`src/rtl/afu_pkg.sv`:
```
package afu_pkg;

  typedef enum logic [1:0] {
    OP_ADD = 2'b00,
    OP_ADC = 2'b01,
    OP_SUB = 2'b10,
    OP_NEG = 2'b11
  } afu_op_e;

  typedef struct packed {
    logic neg;
    logic zero;
    logic carry;
    logic ovf;
  } afu_flags_t;

endpackage

```
`src/rtl/afu_operand_mux.sv`:
```
module afu_operand_mux
  import afu_pkg::*;
#(
  parameter int WIDTH = 8
) (
  input  afu_op_e          op,
  input  logic [WIDTH-1:0] a_in,
  input  logic [WIDTH-1:0] b_in,
  input  logic             stored_carry,
  output logic [WIDTH-1:0] a_eff,
  output logic [WIDTH-1:0] b_eff,
  output logic             cin
);

  // Negate runs as zero minus B; subtract as A plus inverted B plus one.
  always_comb begin
    a_eff = a_in;
    b_eff = b_in;
    cin   = 1'b0;
    unique case (op)
      OP_ADD: cin = 1'b0;
      OP_ADC: cin = stored_carry;
      OP_SUB: begin
        b_eff = ~b_in;
        cin   = 1'b1;
      end
      OP_NEG: begin
        a_eff = '0;
        b_eff = ~b_in;
        cin   = 1'b1;
      end
      default: cin = 1'b0;
    endcase
  end

endmodule

```
`src/rtl/afu_ripple_adder.sv`:
```
module afu_ripple_adder #(
  parameter int WIDTH = 8
) (
  input  logic [WIDTH-1:0] a,
  input  logic [WIDTH-1:0] b,
  input  logic             cin,
  output logic [WIDTH-1:0] sum,
  output logic             carry_msb_in,
  output logic             carry_out
);

  localparam int MSB = WIDTH - 1;

  logic [WIDTH:0] chain;

  assign chain[0] = cin;

  for (genvar i = 0; i < WIDTH; i++) begin : g_stage
    assign sum[i]       = a[i] ^ b[i] ^ chain[i];
    assign chain[i + 1] = (a[i] & b[i]) | (chain[i] & (a[i] ^ b[i]));
  end

  assign carry_msb_in = chain[MSB];
  assign carry_out    = chain[WIDTH];

  always_comb begin
    AST_RIPPLE_SUM: assert ({carry_out, sum} ==
                            ({1'b0, a} + {1'b0, b} + {{WIDTH{1'b0}}, cin}));
  end

endmodule

```
`src/rtl/afu_flag_gen.sv`:
```
module afu_flag_gen
  import afu_pkg::*;
#(
  parameter int WIDTH = 8
) (
  input  logic [WIDTH-1:0] sum,
  input  logic             carry_msb_in,
  input  logic             carry_out,
  output afu_flags_t       flags
);

  localparam int MSB = WIDTH - 1;

  always_comb begin
    flags.neg   = sum[MSB];
    flags.zero  = (sum == '0);
    flags.carry = carry_out;
    flags.ovf   = carry_msb_in ^ carry_out;
  end

endmodule

```
`src/rtl/arith_flag_unit.sv`:
```
module arith_flag_unit
  import afu_pkg::*;
#(
  parameter int WIDTH = 8
) (
  input  logic             clk,
  input  logic             rst,
  input  logic [1:0]       op_sel,
  input  logic [WIDTH-1:0] opa,
  input  logic [WIDTH-1:0] opb,
  input  logic             flag_we,
  output logic [WIDTH-1:0] result,
  output logic             flag_n,
  output logic             flag_z,
  output logic             flag_c,
  output logic             flag_v
);

  localparam int              MSB     = WIDTH - 1;
  localparam logic [WIDTH-1:0] MIN_NEG = {1'b1, {(WIDTH-1){1'b0}}};

  afu_op_e          op;
  logic [WIDTH-1:0] a_eff;
  logic [WIDTH-1:0] b_eff;
  logic             cin;
  logic             c_msb_in;
  logic             c_out;
  afu_flags_t       next_flags;
  afu_flags_t       flag_q;

  assign op = afu_op_e'(op_sel);

  afu_operand_mux #(.WIDTH(WIDTH)) u_mux (
    .op           (op),
    .a_in         (opa),
    .b_in         (opb),
    .stored_carry (flag_q.carry),
    .a_eff        (a_eff),
    .b_eff        (b_eff),
    .cin          (cin)
  );

  afu_ripple_adder #(.WIDTH(WIDTH)) u_adder (
    .a            (a_eff),
    .b            (b_eff),
    .cin          (cin),
    .sum          (result),
    .carry_msb_in (c_msb_in),
    .carry_out    (c_out)
  );

  afu_flag_gen #(.WIDTH(WIDTH)) u_flags (
    .sum          (result),
    .carry_msb_in (c_msb_in),
    .carry_out    (c_out),
    .flags        (next_flags)
  );

  always_ff @(posedge clk) begin
    if (rst) begin
      flag_q <= '0;
    end else if (flag_we) begin
      flag_q <= next_flags;
    end
  end

  assign flag_n = flag_q.neg;
  assign flag_z = flag_q.zero;
  assign flag_c = flag_q.carry;
  assign flag_v = flag_q.ovf;

  AST_RESET_CLEAR: assert property (@(posedge clk)
    rst |=> ({flag_n, flag_z, flag_c, flag_v} == 4'b0000));

  AST_FLAGS_HOLD: assert property (@(posedge clk) disable iff (rst)
    !flag_we |=> $stable({flag_n, flag_z, flag_c, flag_v}));

  AST_ZERO_NEG: assert property (@(posedge clk) disable iff (rst)
    flag_we |=> (flag_z == ($past(result) == '0)) && (flag_n == $past(result[MSB])));

  AST_SUB_CARRY: assert property (@(posedge clk) disable iff (rst)
    (flag_we && op_sel == 2'b10) |=> (flag_c == ($past(opa) >= $past(opb))));

  AST_ADD_OVF: assert property (@(posedge clk) disable iff (rst)
    (flag_we && op_sel == 2'b00) |=>
      (flag_v == (($past(opa[MSB]) == $past(opb[MSB])) &&
                  ($past(result[MSB]) != $past(opa[MSB])))));

  AST_NEG_VALUE: assert property (@(posedge clk) disable iff (rst)
    (op_sel == 2'b11) |-> (result == ({WIDTH{1'b0}} - opb)));

  AST_NEG_MIN: assert property (@(posedge clk) disable iff (rst)
    (flag_we && op_sel == 2'b11 && opb == MIN_NEG) |=> (flag_v && !flag_c));

endmodule

```
`config.mk`:
```
export PLATFORM = sky130hd
export DESIGN_NAME = arith_flag_unit
export DESIGN_NICKNAME = d
export VERILOG_FILES = /design/src/rtl/afu_pkg.sv /design/src/rtl/afu_operand_mux.sv /design/src/rtl/afu_ripple_adder.sv /design/src/rtl/afu_flag_gen.sv /design/src/rtl/arith_flag_unit.sv
export SDC_FILE = /design/constraint.sdc
export NUM_CORES = 1
export LEC_CHECK = 0
export BUFFER_PORTS_ARGS = -buffer_cell sky130_fd_sc_hd__buf_2
export CORE_AREA = 2 2 39 41
export DETAILED_ROUTE_END_ITERATION = 10
export DIE_AREA = 0 0 41 43
export PLACE_DENSITY = 0.81
export SLEW_MARGIN = 20
export SYNTH_ARGS = -nofsm -noshare
export SYNTH_HDL_FRONTEND = slang
export SYNTH_SLANG_ARGS = --single-unit
export TNS_END_PERCENT = 20
```
`constraint.sdc`:
```
create_clock -name clk -period 8.15 [get_ports clk]
set_input_delay 1.2225 -clock clk [delete_from_list [all_inputs] [get_ports clk]]
set_output_delay 1.2225 -clock clk [all_outputs]
set_load 0.005 [all_outputs]
```
### After elaboration in Yosys (flattened, before gate mapping)

Index checks and enable logic that the tools add are counted.
Widths: inputs -> output; s select.

| word-level totals | value |
|---|---|
| bits in registers | 4 |
| input port bits | 21 |

| cells by class | value |
|---|---|
| equality and inequality tests | 3 |
| muxes and demuxes | 3 |
| bitwise logic cells | 42 |
| reductions and logical operators | 3 |

Operator list:

| operator | number |
|---|---|
| $xor 1x1->1 | 17 |
| $and 1x1->1 | 16 |
| $mux 8 | 2 |
| $logic_not 8->1 | 1 |
| $not 8->8 | 1 |
| $or 1x1->1 | 8 |
| $eq 2x2->1 const B | 2 |
| $pmux 1 s3 | 1 |
| $eq 2x1->1 const B | 1 |
| $logic_not 2->1 | 1 |
| $reduce_or 2->1 | 1 |

### Longest topological paths before layout

Gate-level depths: netlist of run 1.

| depth | value |
|---|---|
| depth in word-level cells | 21 |
| gate-level depth with buffers | 18 |
| depth with buffers taken out | 17 |

### Cells and area by module

Synthesis of run 1 repeated with hierarchy kept, for this count alone.

| second synthesis, totals | value |
|---|---|
| cell total of the unflattened synthesis | 56 |
| area, all modules | 556.8 sq um |

By module, submodules not included:

| module | instances | cells each | area each (sq um) | seq. area each (sq um) |
|---|---|---|---|---|
| afu_ripple_adder | 1 | 18 | 197.7 | 0.0 |
| afu_operand_mux | 1 | 19 | 176.4 | 0.0 |
| arith_flag_unit | 1 | 13 | 140.1 | 80.1 |
| afu_flag_gen | 1 | 6 | 42.5 | 0.0 |

### Worst setup path before layout of run 1

OpenSTA, ideal clock, no wires.

| timing path | value |
|---|---|
| path kind | input-to-output |
| from | input port op_sel[1] |
| to | output port result[7] |
| data arrival time | 4.541 ns |
| path slack | 2.386 ns |
| cell stages on the path | 16 |
| path buffers | 2 |
| path through | buf_4 -> nand2_2 -> and2_1 -> fa_1 -> fa_1 -> inv_1 -> fa_1 -> inv_1 -> fa_1 -> fa_1 -> inv_1 -> fa_1 -> fa_1 -> inv_1 -> fa_1 -> buf_4 |

RTL lines:

| element | RTL line | source |
|---|---|---|
| start: declaration | arith_flag_unit.sv:8 | `input logic [1:0] op_sel,` |
| end: declaration | arith_flag_unit.sv:12 | `output logic [WIDTH-1:0] result,` |

### Final worst setup path of run 1

| timing path | value |
|---|---|
| from | input port op_sel[1] |
| to | output port result[7] |

| on the way | value |
|---|---|
| word-level cells in the longest chain between the ends | 19 |

Ends and longest elaborated chain:

| element | RTL line | source |
|---|---|---|
| $eq 2x2->1 | afu_operand_mux.sv:20 | `unique case (op)` |
| $reduce_or 2->1 (no source line) | - |  |
| $mux 8 | - |  |
| $xor 1x1->1 | afu_ripple_adder.sv:20 | `assign chain[i + 1] = (a[i] & b[i]) \| (chain[i] & (a[i] ^ b[i]));` |
| $and 1x1->1 | afu_ripple_adder.sv:20 |  |
| $or 1x1->1 | afu_ripple_adder.sv:20 |  |
| $and 1x1->1 | afu_ripple_adder.sv:20 |  |
| $or 1x1->1 | afu_ripple_adder.sv:20 |  |
| [... 3 more ...] | - |  |
| $or 1x1->1 | afu_ripple_adder.sv:20 |  |
| $and 1x1->1 | afu_ripple_adder.sv:20 |  |
| $or 1x1->1 | afu_ripple_adder.sv:20 |  |
| $and 1x1->1 | afu_ripple_adder.sv:20 |  |
| $or 1x1->1 | afu_ripple_adder.sv:20 |  |
| $and 1x1->1 | afu_ripple_adder.sv:20 |  |
| $or 1x1->1 | afu_ripple_adder.sv:20 |  |
| $xor 1x1->1 (*) | afu_ripple_adder.sv:19 | `assign sum[i] = a[i] ^ b[i] ^ chain[i];` |

Mark *: on every way between the ends. The rest lies on a longest branch, timed or not.

==> flow_metrics.py, run 1 <==
metrics = {
    "outcome": {
        "outcome": "complete, no violations",
    },
    "sta": {
        "skew_ns": 0.00640,
        "clock.fmax_mhz": 163,
        "rsz0062_at_grt": "no",
        "final-setup-viol-count": 0,
        "period_needed_ns": 6.15,
        "tns_ns": 0,
        "slew_viol_final": 0,
        "hold_viol": 0,
        "slew_headroom": 0.818,
        "min_period_over_period": 0.755,
        "worst_slew_pin_slew_ns": 0.273,
    },
    "die": {
        "io_pins": 33,
        "core_sq_um": 1380,
        "rows": 14,
        "initial_core_util": 0.369,
        "die_y_um": 43,
        "die_x_um": 41,
        "die_area_sq_um": 1760,
    },
    "final_layout": {
        "antenna_cells": 0,
        "area_growth_pct": 35.8,
        "design_area_sq_um": 693,
        "fill_cells": 142,
        "drive_above_1_share": 0.452,
        "nets": 115,
        "fin_cells": 100,
    },
    "setup_path": {
        "crit_path_end_kind": "output pin",
        "slowest_delay_ns": 0.54,
        "cp.required_ns": 6.93,
        "crit_path_max_fanout": 10,
        "crit_chain": "buf_2 > nand2_2 > and2_1 > fa_1 > fa_1 > inv_1 > fa_1 > inv_1 > fa_1 > fa_1 > inv_1 > fa_1 > fa_1 > inv_1 > fa_1 > buf_2",
        "crit_type": "primary input to output pin",
        "cp.arrival_ns": 4.93,
        "start_kind": "primary input",
        "crit_slowest_cell": "fa_1",
        "cpMostUsedCell": "fa_1",
    },
    "synth": {
        "yosys_warnings": 0,
        "synth_top_area_cell": "fa_1",
        "yosysUniqueCellTypes": 18,
        "ys_ff_latch": 4,
        "synth_flop_cell": "dfxtp_1",
        "yosysMostFrequentCell": "fa_1",
        "seq_area_frac_synth": 0.157,
        "synth_common_cells": "fa_1 (8), inv_1 (7), and2_1 (5), xor2_1 (5)",
        "syn_inst": 52,
        "syn-num-nets": 81,
        "syn_area_sq_um": 510,
        "synth.area.top_cells": "fa_1 (31%), dfxtp_1 (16%), xor2_1 (8.6%)",
        "post_synth.cell_area_avg_sq_um": 9.82,
        "async_flop_share": 0,
        "synth_edf_count": 0,
        "yosysTopAreaCellShare": 0.314,
    },
    "route": {
        "dr_total_vias": 441,
        "vias_per_cell": 4.41,
        "wl_per_cell_um": 11.4,
        "wl_mm": 1.14,
        "drc": 0,
        "dr.pass1.iters": 4,
        "ant_nets": 0,
        "drtIter0Drc": 5,
    },
    "clock_network": {
        "post_cts_buffers": 0,
        "cts_tree": "done",
        "clock_sinks": 4,
        "cts.htree.levels": 1,
        "post_cts_resized": 0,
        "numCtsBuffers": 3,
        "ctsHoldBuffers": 0,
        "cts_buffer_depth": 2,
        "clk_pin_slew_ns": 0.04,
        "clkLatencyLatePin_ns": 0.24,
        "clk_root_buffer_cell": "clkbuf_4",
    },
    "global_route": {
        "antenna_found_initial": 0,
        "met3_usage": 0.0628,
        "track_usage": 0.167,
        "grt.met1_usage": 0.199,
        "grt_max_degree": 11,
        "grt.met2_usage": 0.244,
        "grt_pass1_wl_mm": 1.85,
        "grt.busiest_layer": "met2",
        "overflow": 0,
        "grt_pass1_vias": 451,
    },
    "power_and_ir_drop": {
        "p_comb_frac": 0.557,
        "internal-power_mw": 0.0692,
        "p_sw_mw": 0.0382,
        "switching_share": 0.356,
        "worst_ir_drop_vdd_v": 0.000122,
        "power_frac_clock": 0.232,
        "p_leak_nw": 0.369,
        "p_seq_frac": 0.211,
        "powerDensity_nw_per_um2": 155,
    },
    "placement": {
        "place.gp.congestion": 0.684,
        "portBuffers": 32,
        "place_area_sq_um": 671,
        "dp.cells": 97,
        "dpl.hpwl_um": 986,
    },
    "flow_run": {
        "cap_violations": 0,
    },
    "min_path": {
        "min_path_type": "register to register",
    },
}
[kinds of logic (layout without fill, tap and decap cells)]
family,after synthesis,in the layout,share of synthesized area
and+or+nand+nor,16,16,0.194
buffers and inverters,10,42,0.0907
xor gates and xnor gates,9,9,0.154
adders and majority gates,8,8,0.314
DFF,4,4,0.157
muxes,3,3,0.0588
AOI/OAI and AO/OA,2,2,0.0319
[per-stage QoR]
| step | setup WS, ns | total power, mW | utilization | hold slack [ns] |
|---|---|---|---|---|
| after floorplan | 2.39 | 0.0618 | - | 0.465 |
| after global placement | 2.12 | 0.0811 | 0.485 | 0.461 |
| after detailed placement | 1.99 | 0.0836 | 0.485 | 0.482 |
| after CTS | 1.98 | 0.109 | 0.501 | 0.491 |
| after global routing | 1.81 | 0.121 | 0.501 | 0.532 |
| final | 2.00 | 0.107 | 0.501 | 0.485 |
[worst max-delay path, delay by kind of cell]
family / cells / cell delay (ns)
buffers and inverters: 6 / 0.65
adders and majority gates: 8 / 2.67
and+or+nand+nor: 2 / 0.38
[routing by layer]
metal	wire length (um)	up-vias
met2	520	26
met1	469	191
met4	29	0
met3	121	4
met5	0	-
li1	-	220
[power groups by stage]
| stage | sequential, mW | combinational (mW) | clock (mW) |
|---|---|---|---|
| final | 0.0226 | 0.0598 | 0.0249 |
| after floorplan | 0.0232 | 0.0386 | 0 |
| after global routing | 0.0229 | 0.0698 | 0.0278 |
| after global placement | 0.0228 | 0.0583 | 0 |
| after detailed placement | 0.0229 | 0.0607 | 0 |
| after CTS | 0.0226 | 0.0608 | 0.0260 |
[layout by cell type, fill, tap and decap left out, drive strengths merged]
cell	count
buf	32
fa	8
inv	7
and2	5
xor2	5
xnor2	4
dfxtp	4
nand2	4
mux2i	3
nor2	3
clkbuf	3
a21o	1
nand2b	1
and4bb	1
nor4b	1
nand3	1
a21oi	1
[worst paths after layout]
path | from | end | slack, ns | cells after the start
setup / recovery | op_sel[1] | result[7] | 2.00 | 16
hold / removal | flag_n | flag_n | 0.49 | 2
setup reg to reg | flag_c | flag_z | 4.21 | 16
hold reg to reg | flag_n | flag_n | 0.49 | 2
[flip-flops by register name (all words and copies together) (netlist names)]
register and flops:
flag_c 1, flag_n 1, flag_v 1, flag_z 1
[layout make-up]
type                       count  area, sq um  share of cell area
sequential                     4         80.1               0.116
timing repair buffer          32          160               0.231
multi-input combinational     38          384               0.554
clock buffer                   3         22.5              0.0325
inverter                       7         26.3              0.0379
tap                           16         20.0              0.0289
No activity file was read; power rests on OpenSTA's default activity.
==> run 2: changes to the inputs <==
==> constraint.sdc (replaced) <==
create_clock -name clk -period 6.1 [get_ports clk]
set_input_delay 0.915 -clock clk [delete_from_list [all_inputs] [get_ports clk]]
set_output_delay 0.915 -clock clk [all_outputs]
set_load 0.005 [all_outputs]
==> run 2 against run 1 <==
  * Clock power rose by 41%
  * Highest routed layer unchanged
  * Hold slack got worse by 0.0052 ns
  * Setup slack got worse by 1.4 ns
  * Sequential share of layout area did not move
  * Register-to-register slack got worse by 2.1 ns
==> flow_metrics.py, run 2 (synthesis results as in run 1) <==
metrics = {
    "clock_network": {
        "cts_buffer_depth": 2,
        "clock_sinks": 4,
        "numCtsBuffers": 3,
        "clk_pin_slew_ns": 0.04,
        "post_cts_resized": 0,
        "clkLatencyLatePin_ns": 0.25,
        "clk_root_buffer_cell": "clkbuf_4",
        "cts.htree.levels": 1,
        "post_cts_buffers": 0,
        "ctsHoldBuffers": 0,
        "cts_tree": "done",
    },
    "min_path": {
        "min_to": "flag_z",
        "hold_path.startpoint": "flag_z",
        "min_path_type": "register to register",
        "whs_path_depth": 2,
    },
    "placement": {
        "portBuffers": 32,
        "place_area_sq_um": 671,
        "place_ws_ns": 0.548,
        "place.gp.congestion": 0.737,
    },
    "die": {
        "die_area_sq_um": 1760,
        "core_sq_um": 1380,
        "die_y_um": 43,
        "io_pins": 33,
        "die_x_um": 41,
        "rows": 14,
        "initial_core_util": 0.369,
    },
    "final_layout": {
        "drive_above_1_share": 0.452,
        "multi_input_area_sq_um": 384,
        "layout_commonest_cell": "buf_2",
        "design_area_sq_um": 693,
        "register_area_sq_um": 80.1,
        "nets": 115,
        "antenna_cells": 0,
        "final_cell_mix": "buf_2 (32), fa_1 (8), inv_1 (7)",
        "area_growth_pct": 35.8,
        "fill_cells": 139,
    },
    "setup_path": {
        "ff2ff_setup_slack_ns": 2.14,
        "r2r-end": "flag_z",
        "crit_path_max_fanout": 10,
        "crit_chain": "buf_2 > nand2_2 > and2_1 > fa_1 > fa_1 > inv_1 > fa_1 > inv_1 > fa_1 > fa_1 > inv_1 > fa_1 > fa_1 > inv_1 > fa_1 > buf_2",
        "rr_worst_depth": 16,
        "cp.arrival_ns": 4.62,
        "cpMostUsedCell": "fa_1",
        "start_kind": "primary input",
        "r2r_start": "flag_c",
        "slowest_delay_ns": 0.54,
        "crit_slowest_cell": "fa_1",
        "crit_type": "primary input to output pin",
        "cp.required_ns": 5.18,
        "crit_path_end_kind": "output pin",
    },
    "route": {
        "wl_mm": 1.14,
        "dr.pass1.iters": 4,
        "drc": 0,
        "vias_per_cell": 4.48,
        "ant_nets": 0,
        "drtIter0Drc": 4,
        "dr_total_vias": 448,
        "wl_per_cell_um": 11.4,
    },
    "sta": {
        "skew_ns": 0.0109,
        "slew_headroom": 0.824,
        "setup_ws_ns": 0.564,
        "clock.fmax_mhz": 181,
        "slew_viol_final": 0,
        "period_needed_ns": 5.54,
        "final-setup-viol-count": 0,
        "rsz0062_at_grt": "no",
        "worst_slew_pin_slew_ns": 0.265,
        "hold_viol": 0,
        "min_period_over_period": 0.908,
        "tns_ns": 0,
    },
    "power_and_ir_drop": {
        "worst_ir_drop_vdd_v": 0.000130,
        "powerDensity_nw_per_um2": 209,
        "p_leak_nw": 0.369,
        "p_total_mw": 0.145,
    },
    "global_route": {
        "overflow": 0,
        "track_usage": 0.157,
        "grt_max_degree": 11,
        "grt_pass1_vias": 445,
        "grt_pass1_wl_mm": 1.75,
        "antenna_found_initial": 0,
    },
    "flow_run": {
        "cap_violations": 0,
    },
    "outcome": {
        "outcome": "complete, no violations",
    },
}
## run 2: cell counts in the layout (fill, tap and decap cells not counted)
No cell type changed its count.
## run 2: worst max-delay path by stage
| stage | startpoint | endpoint | depth (start not counted) |
|---|---|---|---|
| 6_report | op_sel[1] | result[7] | 16 |
| 3_5_place_dp | op_sel[1] | result[7] | 16 |
| 2_1_floorplan | op_sel[1] | result[7] | 16 |
| 5_1_grt | op_sel[1] | result[7] | 16 |
| 3_3_place_gp | op_sel[1] | result[7] | 16 |
| 4_1_cts | op_sel[1] | result[7] | 16 |
## run 2: through the flow
stage | hold slack (ns) | utilization | std cells
2_1_floorplan | 0.465 | - | 52
3_3_place_gp | 0.461 | 0.485 | 97
3_5_place_dp | 0.473 | 0.485 | 97
4_1_cts | 0.482 | 0.501 | 100
5_1_grt | 0.510 | 0.501 | 100
6_report | 0.480 | 0.501 | 100
## run 2: layer usage
layer,part of all wire,track usage,wire length [um]
met1,0.38,0.158,435
met4,0.015,0.0800,17
met2,0.49,0.244,559
met5,0,0,0
met3,0.11,0.0890,125
## run 2: area by class of cell
cell class,count,area share
multi-input combinational,38,0.554
inverter,7,0.0379
clock buffer,3,0.0325
tap,16,0.0289
sequential,4,0.116
timing repair buffer,32,0.231
## run 2: report_power, final
group	leakage, nW	total [mW]	switching, mW	internal [mW]
combinational	0.323	0.0792	0.0380	0.0412
clock	0.0138	0.0352	0.0131	0.0221
sequential	0.0328	0.0302	0.00127	0.0290
total	0.369	0.145	0.0523	0.0923
## run 2: worst max-delay path: cells and delay by family
kind	cells	cell delay (ns)
adder cells (fa/ha/maj)	8	2.69
AND/OR/NAND/NOR	2	0.37
buffers and inverters	6	0.65
==> run 3: changes to the inputs <==
--- a/config.mk
+++ b/config.mk
@@ -9,7 +9,7 @@
 export CORE_AREA = 2 2 39 41
 export DETAILED_ROUTE_END_ITERATION = 10
 export DIE_AREA = 0 0 41 43
-export PLACE_DENSITY = 0.81
+export PLACE_DENSITY = 0.84
 export SLEW_MARGIN = 20
 export SYNTH_ARGS = -nofsm -noshare
 export SYNTH_HDL_FRONTEND = slang
==> run 3 against run 2 <==
  * Fmax grew 0.53%
  * Flip-flop and latch count stayed put
  * Sequential power about the same
  * Critical path type unchanged
  * Largest cell class unchanged
==> flow_metrics.py, run 3 (synthesis results as in run 1) <==
metrics = {
    "clock_network": {
        "cts_buffer_depth": 2,
        "cts_tree": "done",
        "post_cts_buffers": 0,
        "post_cts_resized": 0,
        "clk_pin_slew_ns": 0.04,
        "clock_sinks": 4,
        "numCtsBuffers": 3,
        "cts.htree.levels": 1,
        "ctsHoldBuffers": 0,
        "clkLatencyLatePin_ns": 0.23,
        "clk_root_buffer_cell": "clkbuf_4",
    },
    "final_layout": {
        "fin_cells": 100,
        "nets": 115,
        "design_area_sq_um": 693,
        "antenna_cells": 0,
        "area_growth_pct": 35.8,
        "utilization": 0.501,
        "drive_above_1_share": 0.452,
        "final_cell_mix": "buf_2 (32), fa_1 (8), inv_1 (7)",
        "layout_commonest_cell": "buf_2",
        "fill_cells": 141,
    },
    "setup_path": {
        "crit_path_end_kind": "output pin",
        "start_kind": "primary input",
        "crit_family": "adder cells",
        "crit_slowest_cell": "fa_1",
        "slowest_delay_ns": 0.53,
        "crit_type": "primary input to output pin",
        "rr_worst_depth": 16,
        "cpMostUsedCell": "fa_1",
        "crit_chain": "buf_2 > nand2_2 > and2_1 > fa_1 > fa_1 > inv_1 > fa_1 > inv_1 > fa_1 > fa_1 > inv_1 > fa_1 > fa_1 > inv_1 > fa_1 > buf_2",
        "path_buf_inv": 6,
        "cp.arrival_ns": 4.59,
        "cp.depth": 16,
        "crit_path_max_fanout": 10,
        "cp.required_ns": 5.18,
    },
    "die": {
        "rows": 14,
        "io_pins": 33,
        "die_x_um": 41,
        "die_area_sq_um": 1760,
        "core_sq_um": 1380,
        "die_y_um": 43,
        "initial_core_util": 0.369,
    },
    "global_route": {
        "antenna_found_initial": 0,
        "grt_pass1_wl_mm": 1.51,
        "grt_max_degree": 11,
        "overflow": 0,
        "grt_pass1_vias": 397,
        "track_usage": 0.129,
    },
    "route": {
        "wl_mm": 1.08,
        "drc": 0,
        "vias_per_cell": 4.40,
        "ant_nets": 0,
        "dr_total_vias": 440,
        "dr.pass1.iters": 4,
        "wl_per_cell_um": 10.8,
        "drtIter0Drc": 4,
    },
    "sta": {
        "worst_slew_pin_slew_ns": 0.256,
        "period_needed_ns": 5.51,
        "slew_viol_final": 0,
        "tns_ns": 0,
        "final-setup-viol-count": 0,
        "rsz0062_at_grt": "no",
        "slew_headroom": 0.829,
        "skew_ns": 0.00552,
        "hold_viol": 0,
        "min_period_over_period": 0.903,
        "clock.fmax_mhz": 182,
        "setup_ws_ns": 0.593,
    },
    "placement": {
        "place_ws_ns": 0.575,
        "place.gp.congestion": 0.702,
        "portBuffers": 32,
        "place_area_sq_um": 671,
        "dp.cells": 97,
    },
    "power_and_ir_drop": {
        "powerDensity_nw_per_um2": 207,
        "worst_ir_drop_vdd_v": 0.000111,
        "p_leak_nw": 0.369,
    },
    "flow_run": {
        "cap_violations": 0,
    },
    "min_path": {
        "whs_path_depth": 2,
        "min_path_type": "register to register",
    },
    "outcome": {
        "outcome": "complete, no violations",
    },
}
run 3: cell counts in the layout (fill, tap and decap cells not counted):
Identical to the previous run, type by type.
run 3: stage by stage:
| stage | total power, mW | hold slack (ns) |
|---|---|---|
| finish | 0.144 | 0.476 |
| global route | 0.158 | 0.506 |
| detailed placement | 0.114 | 0.474 |
| global placement | 0.109 | 0.461 |
| CTS | 0.147 | 0.485 |
| floorplan | 0.0825 | 0.465 |
run 3: power by group:
part           switching, mW  internal [mW]  leakage, nW
clock                 0.0104         0.0220       0.0138
combinational         0.0391         0.0418        0.323
sequential           0.00141         0.0290       0.0328
run 3: tightest hold or removal path, cell delays in order (launching register included):
cell      delay, ns
dfxtp_1        0.30
nand2b_1       0.08
a21oi_2        0.05
run 3: layout make-up:
class                      instances  area [sq um]  share of cell area
inverter                           7          26.3              0.0379
tap                               16          20.0              0.0289
timing repair buffer              32           160               0.231
multi-input combinational         38           384               0.554
sequential                         4          80.1               0.116
clock buffer                       3          22.5              0.0325
run 3: worst paths after layout:
kind | from | endpoint | slack, ns
worst min-delay path | flag_z | flag_z | 0.48
worst min register to register | flag_z | flag_z | 0.48
worst max-delay path | op_sel[1] | result[7] | 0.59
worst max register to register | flag_c | flag_z | 2.16
run 3: layer usage:
| metal | vias up | track usage | share of wire |
|---|---|---|---|
| met5 | - | 0 | 0 |
| met1 | 194 | 0.143 | 0.43 |
| met3 | 0 | 0.0471 | 0.073 |
| met4 | 0 | 0.0400 | 0 |
| li1 | 223 | - | - |
| met2 | 23 | 0.216 | 0.50 |
